<file path="src/rtl/wbuf_pkg.sv">
package wbuf_pkg;

    // What happens to the occupancy in one cycle
    typedef enum logic [1:0] {
        OCC_HOLD = 2'b00,
        OCC_PUSH = 2'b01,
        OCC_POP  = 2'b10,
        OCC_SWAP = 2'b11
    } occ_op_e;

    localparam int unsigned DEF_ADDR_W = 32;
    localparam int unsigned DEF_DATA_W = 32;
    localparam int unsigned DEF_DEPTH  = 4;

    function automatic occ_op_e decode_op(input logic push, input logic pop);
        occ_op_e op;
        unique case ({pop, push})
            2'b00:   op = OCC_HOLD;
            2'b01:   op = OCC_PUSH;
            2'b10:   op = OCC_POP;
            default: op = OCC_SWAP;
        endcase
        return op;
    endfunction

    function automatic int unsigned ptr_bits(input int unsigned depth);
        return (depth <= 1) ? 1 : $clog2(depth);
    endfunction

endpackage

</file>
<file path="src/rtl/wbuf_ctrl.sv">
module wbuf_ctrl #(
    parameter int unsigned DEPTH = 4,
    parameter int unsigned PTR_W = 2,
    parameter int unsigned CNT_W = 3
) (
    input  logic             clk,
    input  logic             rst,
    input  logic             push_req,
    input  logic             drain_rdy,
    output logic             push_ok,
    output logic             pop,
    output logic             stall,
    output logic             full,
    output logic             empty,
    output logic [PTR_W-1:0] wr_ptr,
    output logic [PTR_W-1:0] rd_ptr,
    output logic [CNT_W-1:0] occ
);
    import wbuf_pkg::*;

    localparam logic [PTR_W-1:0] LAST_SLOT = PTR_W'(DEPTH - 1);
    localparam logic [CNT_W-1:0] FULL_CNT  = CNT_W'(DEPTH);

    occ_op_e op;

    function automatic logic [PTR_W-1:0] bump(input logic [PTR_W-1:0] p);
        return (p == LAST_SLOT) ? '0 : p + 1'b1;
    endfunction

    always_comb begin
        full    = (occ == FULL_CNT);
        empty   = (occ == '0);
        pop     = !empty && drain_rdy;
        stall   = full && !drain_rdy;
        push_ok = push_req && !stall;
        op      = decode_op(push_ok, pop);
    end

    always_ff @(posedge clk) begin
        if (rst) begin
            wr_ptr <= '0;
            rd_ptr <= '0;
            occ    <= '0;
        end else begin
            case (op)
                OCC_PUSH: begin
                    wr_ptr <= bump(wr_ptr);
                    occ    <= occ + 1'b1;
                end
                OCC_POP: begin
                    rd_ptr <= bump(rd_ptr);
                    occ    <= occ - 1'b1;
                end
                OCC_SWAP: begin
                    wr_ptr <= bump(wr_ptr);
                    rd_ptr <= bump(rd_ptr);
                end
                default: ;
            endcase
        end
    end

endmodule

</file>
<file path="src/rtl/wbuf_store.sv">
module wbuf_store #(
    parameter int unsigned DEPTH  = 4,
    parameter int unsigned PTR_W  = 2,
    parameter int unsigned ADDR_W = 32,
    parameter int unsigned DATA_W = 32
) (
    input  logic                         clk,
    input  logic                         rst,
    input  logic                         we,
    input  logic [PTR_W-1:0]             wr_ptr,
    input  logic [ADDR_W-1:0]            wr_addr,
    input  logic [DATA_W-1:0]            wr_data,
    input  logic [PTR_W-1:0]             rd_ptr,
    output logic [ADDR_W-1:0]            head_addr,
    output logic [DATA_W-1:0]            head_data,
    output logic [DEPTH-1:0][ADDR_W-1:0] slot_addr,
    output logic [DEPTH-1:0][DATA_W-1:0] slot_data
);

    for (genvar s = 0; s < DEPTH; s++) begin : g_slot
        always_ff @(posedge clk) begin
            if (rst) begin
                slot_addr[s] <= '0;
                slot_data[s] <= '0;
            end else if (we && (wr_ptr == PTR_W'(s))) begin
                slot_addr[s] <= wr_addr;
                slot_data[s] <= wr_data;
            end
        end
    end

    always_comb begin
        head_addr = slot_addr[rd_ptr];
        head_data = slot_data[rd_ptr];
    end

endmodule

</file>
<file path="src/rtl/wbuf_fwd.sv">
module wbuf_fwd #(
    parameter int unsigned DEPTH  = 4,
    parameter int unsigned PTR_W  = 2,
    parameter int unsigned CNT_W  = 3,
    parameter int unsigned ADDR_W = 32,
    parameter int unsigned DATA_W = 32
) (
    input  logic [DEPTH-1:0][ADDR_W-1:0] slot_addr,
    input  logic [DEPTH-1:0][DATA_W-1:0] slot_data,
    input  logic [PTR_W-1:0]             rd_ptr,
    input  logic [CNT_W-1:0]             occ,
    input  logic [ADDR_W-1:0]            query,
    output logic                         hit,
    output logic [DATA_W-1:0]            data
);

    // Walk from oldest to youngest; a later match overrides an earlier one.
    always_comb begin
        hit  = 1'b0;
        data = '0;
        for (int k = 0; k < DEPTH; k++) begin
            logic [PTR_W-1:0] slot;
            slot = PTR_W'((int'(rd_ptr) + k) % DEPTH);
            if ((k < int'(occ)) && (slot_addr[slot] == query)) begin
                hit  = 1'b1;
                data = slot_data[slot];
            end
        end
    end

endmodule

</file>
<file path="src/rtl/wbuf_top.sv">
module wbuf_top #(
    parameter int unsigned ADDR_W = wbuf_pkg::DEF_ADDR_W,
    parameter int unsigned DATA_W = wbuf_pkg::DEF_DATA_W,
    parameter int unsigned DEPTH  = wbuf_pkg::DEF_DEPTH
) (
    input  logic              clk,
    input  logic              rst,
    input  logic              st_valid,
    input  logic [ADDR_W-1:0] st_addr,
    input  logic [DATA_W-1:0] st_data,
    output logic              st_stall,
    input  logic [ADDR_W-1:0] lk_addr,
    output logic              lk_hit,
    output logic [DATA_W-1:0] lk_data,
    output logic              mem_valid,
    input  logic              mem_ready,
    output logic [ADDR_W-1:0] mem_addr,
    output logic [DATA_W-1:0] mem_data,
    output logic              buf_empty
);

    localparam int unsigned PTR_W = wbuf_pkg::ptr_bits(DEPTH);
    localparam int unsigned CNT_W = $clog2(DEPTH + 1);

    logic                         push_ok;
    logic                         pop;
    logic                         full;
    logic                         empty;
    logic [PTR_W-1:0]             wr_ptr;
    logic [PTR_W-1:0]             rd_ptr;
    logic [CNT_W-1:0]             occ;
    logic [DEPTH-1:0][ADDR_W-1:0] slot_addr;
    logic [DEPTH-1:0][DATA_W-1:0] slot_data;

    wbuf_ctrl #(
        .DEPTH (DEPTH),
        .PTR_W (PTR_W),
        .CNT_W (CNT_W)
    ) u_ctrl (
        .clk       (clk),
        .rst       (rst),
        .push_req  (st_valid),
        .drain_rdy (mem_ready),
        .push_ok   (push_ok),
        .pop       (pop),
        .stall     (st_stall),
        .full      (full),
        .empty     (empty),
        .wr_ptr    (wr_ptr),
        .rd_ptr    (rd_ptr),
        .occ       (occ)
    );

    wbuf_store #(
        .DEPTH  (DEPTH),
        .PTR_W  (PTR_W),
        .ADDR_W (ADDR_W),
        .DATA_W (DATA_W)
    ) u_store (
        .clk       (clk),
        .rst       (rst),
        .we        (push_ok),
        .wr_ptr    (wr_ptr),
        .wr_addr   (st_addr),
        .wr_data   (st_data),
        .rd_ptr    (rd_ptr),
        .head_addr (mem_addr),
        .head_data (mem_data),
        .slot_addr (slot_addr),
        .slot_data (slot_data)
    );

    wbuf_fwd #(
        .DEPTH  (DEPTH),
        .PTR_W  (PTR_W),
        .CNT_W  (CNT_W),
        .ADDR_W (ADDR_W),
        .DATA_W (DATA_W)
    ) u_fwd (
        .slot_addr (slot_addr),
        .slot_data (slot_data),
        .rd_ptr    (rd_ptr),
        .occ       (occ),
        .query     (lk_addr),
        .hit       (lk_hit),
        .data      (lk_data)
    );

    always_comb begin
        mem_valid = !empty;
        buf_empty = empty;
    end

    logic unused_ok;
    always_comb unused_ok = ^{full, pop};

endmodule

</file>
<file path="config.mk">
export PLATFORM = sky130hd
export DESIGN_NAME = wbuf_top
export DESIGN_NICKNAME = d
export VERILOG_FILES = /design/src/rtl/wbuf_pkg.sv /design/src/rtl/wbuf_ctrl.sv /design/src/rtl/wbuf_store.sv /design/src/rtl/wbuf_fwd.sv /design/src/rtl/wbuf_top.sv
export SDC_FILE = /design/constraint.sdc
export NUM_CORES = 1
export LEC_CHECK = 0
export BUFFER_PORTS_ARGS = -buffer_cell sky130_fd_sc_hd__clkbuf_2
export CAP_MARGIN = 20
export CORE_MARGIN = 3
export CORE_UTILIZATION = 57
export CTS_BUF_LIST = sky130_fd_sc_hd__clkbuf_4 sky130_fd_sc_hd__clkbuf_8 sky130_fd_sc_hd__clkbuf_16
export DETAILED_ROUTE_END_ITERATION = 6
export PLACE_DENSITY = 0.81
export SLEW_MARGIN = 20
export SYNTH_ARGS = -nofsm -noshare
export SYNTH_HDL_FRONTEND = slang
export SYNTH_HIERARCHICAL = 1
export SYNTH_SLANG_ARGS = --single-unit
</file>
<file path="constraint.sdc">
create_clock -name clk -period 7.35 [get_ports clk]
set_input_delay 1.47 -clock clk [delete_from_list [all_inputs] [get_ports clk]]
set_output_delay 1.47 -clock clk [all_outputs]
set_load 0.005 [all_outputs]
</file>
==> impl_results.md <==
* Status: finished with violations
* Failing checks: DRC
* FP Rows at 69
* Setup crit start: u_ctrl/rd_ptr[0]
* Leakage power at just under 0.009 uW
* Root buf cell: clkbuf_16
* Net count, final at between 2,000 and 2,500
* Vias in the first global route at about 17,000
* RR Startpoint: u_ctrl/occ[1]
* Die ar. at ~39,000 um2
* ANT nets after route at 0
* Crit path arrival time at around 5.3 ns
* Num CTS Buffers at 31
* Starting density of the core at around three fifths
* Slew HR at 31.3%
* Fin. max-slew vios at 0
* MaxCap Viol Count at 0
* CTS resizes at 0
* Min cycle time layout at ~6.8 ns
* Crit Path Class: flip-flop to primary output
* Area delta synth->final at 8.36%
* Die X at 197 um
* Clk buf depth at 3
* CP Data Required Time at about 5.9 ns
* Tcrit/Tclk final at 92.6%
* # hold bufs at CTS at 0
* Setup Skew at between 0.007 and 0.008 ns
* Die height at 197 um
* Worst slack, placed at around 1.1 ns
* Worst-Skew Late Latency at ~0.57 ns
* R2r endpoint: u_store/slot_addr[4]
* Core area at about 36,000 um2
* # IOs at 200
* Worst-margin pin slew at ~1 ns
* Share of layout cells above drive strength 1 at a little under a quarter
* Setup TNS at 0 ns
* Post-Syn Instances at 2,091
* Crit path max fanout at 53
* Vias after detailed routing at about 18,000
* Worst VDD drop at between 0.15 and 0.2 mV
* Endpoint class of the critical path: primary output
* FF-to-FF path depth at 6
* DRC at 1
* Pre-antenna DRT Iters at 7
* Grt ovf at 0
* Initial antenna violation count at 2
* DR vias/cell at about 6.6
* CTS Sinks at around 260
* Largest net degree at the start of global routing at 216
* Final Wtd Congestion at about 1.0
* First-pass GRT wire length at about 100,000 um
* CP Capture Point: lk_data[9]
* Starting DRC count in detailed routing at between 1,500 and 2,000
* Reg clk slew, reported paths at approximately 0.060 ns
* Mapped Nets at 2,196
* # fillers at 2,911
* Startpoint types: flip-flop
* Final-report setup violation count at 0
* R2R setup slack at about 4.5 ns
* Fmax at about 150 MHz
* Synth warnings at 6
* DPL Wire Length at roughly 44,000 um
* Final worst setup slack at 0.542 ns
* Number of failing hold endpoints at the final stage at 0
* RSZ-0062 raised after global routing: no
* Number of port buffers at roughly 200
* H-tree depth at 1
* Power Density at around 220 nW/um2
* GRT Total Usage at between 30% and 40%
* Mapped Area at just over 20,000 um2
* Syn avg cell area at between 9 and 10 um2
* Detailed Route WL at between 60,000 and 70,000 um
* CTS tree: yes
* Post-CTS setup buffers at 0
* HP Class: flip-flop to flip-flop
* Routed length per instance at 24.1 um
==> cells in the final DEF (no fill, tap or decap), drive strengths merged, types with 9 or more instances in the layout <==
cell      n
nor2    139
clkinv    9
nand3b   12
o311ai   21
nor3     41
a21oi    14
a211oi   15
xnor2   109
a31o     10
o211ai   22
nand2    29
mux2     44
xor2     16
o22ai    12
buf      38
nor4      9
a311oi   12
nand2b  322
inv      12
o21ai    64
nand4    20
clkbuf  243
mux4    131
nand3    49
o32ai    11
mux2i   440
dfxtp   263
==> how the worst min path moves through the flow <==
stage / from / endpoint / slack (ns) / cells after the start
2_1_floorplan: u_store/slot_data[0] / u_store/slot_data[0] / 0.47 / 2
3_3_place_gp: u_store/slot_data[114] / u_store/slot_data[114] / 0.49 / 2
3_5_place_dp: u_store/slot_data[15] / u_store/slot_data[15] / 0.50 / 2
4_1_cts: u_store/slot_data[119] / u_store/slot_data[119] / 0.51 / 2
5_1_grt: u_store/slot_data[5] / u_store/slot_data[5] / 0.53 / 2
6_report: u_store/slot_data[125] / u_store/slot_data[125] / 0.51 / 2
==> power breakdown <==
part           internal [uW]  switching (uW)  total, uW
registers               1520             180       1700
clock network            886             632       1520
logic                    838             986       1820
==> metrics by stage <==
step	std cells	instance area (um2)	util [%]	power [uW]	hold WS [ns]
global placement	2588	21500	60.2	3490	0.486
CTS	2642	22500	63.0	5040	0.507
global route	2643	22500	63.0	5260	0.526
finish	2644	22500	63.0	5050	0.506
detailed placement	2588	21500	60.2	3520	0.498
floorplan	2091	20800	-	3040	0.469
==> layout make-up <==
type	instances	area, um2	share of cell area [%]
diodes	2	5.00	0.0222
clock buffers	44	905	4.02
clock inverters	10	86.3	0.383
inverters	12	46.3	0.206
multi-input cells	1615	14300	63.4
flip-flops and latches	263	5270	23.4
well taps	461	577	2.56
repair buffers	237	1350	6.01
==> layer usage <==
metal / wire, um / track usage (%) / up-vias
met2: 28200 / 48.7 / 960
met3: 6100 / 6.91 / 185
met4: 2440 / 11.4 / 2
met5: 20 / 0 / -
met1: 27000 / 45.5 / 8605
li1: - / - / 7791
==> flip-flops by register name, indices dropped and copies added (netlist names) <==
register           flops
u_ctrl/occ             3
u_ctrl/rd_ptr          2
u_ctrl/wr_ptr          2
u_store/slot_addr    128
u_store/slot_data    128
==> critical path, cell delays in order (launching register included) <==
cell and delay, ns:
dfxtp_4 0.88, buf_4 0.33, mux4_2 0.55, xnor2_1 0.19, nand4_1 0.11, nor4_1 0.69
and2_1 0.26, nand2_2 0.47, buf_4 0.46, nor2_1 0.14, a311oi_1 0.06, o311ai_1 0.38
clkbuf_2 0.19
Note: power is estimated with default switching activity, not from simulation.
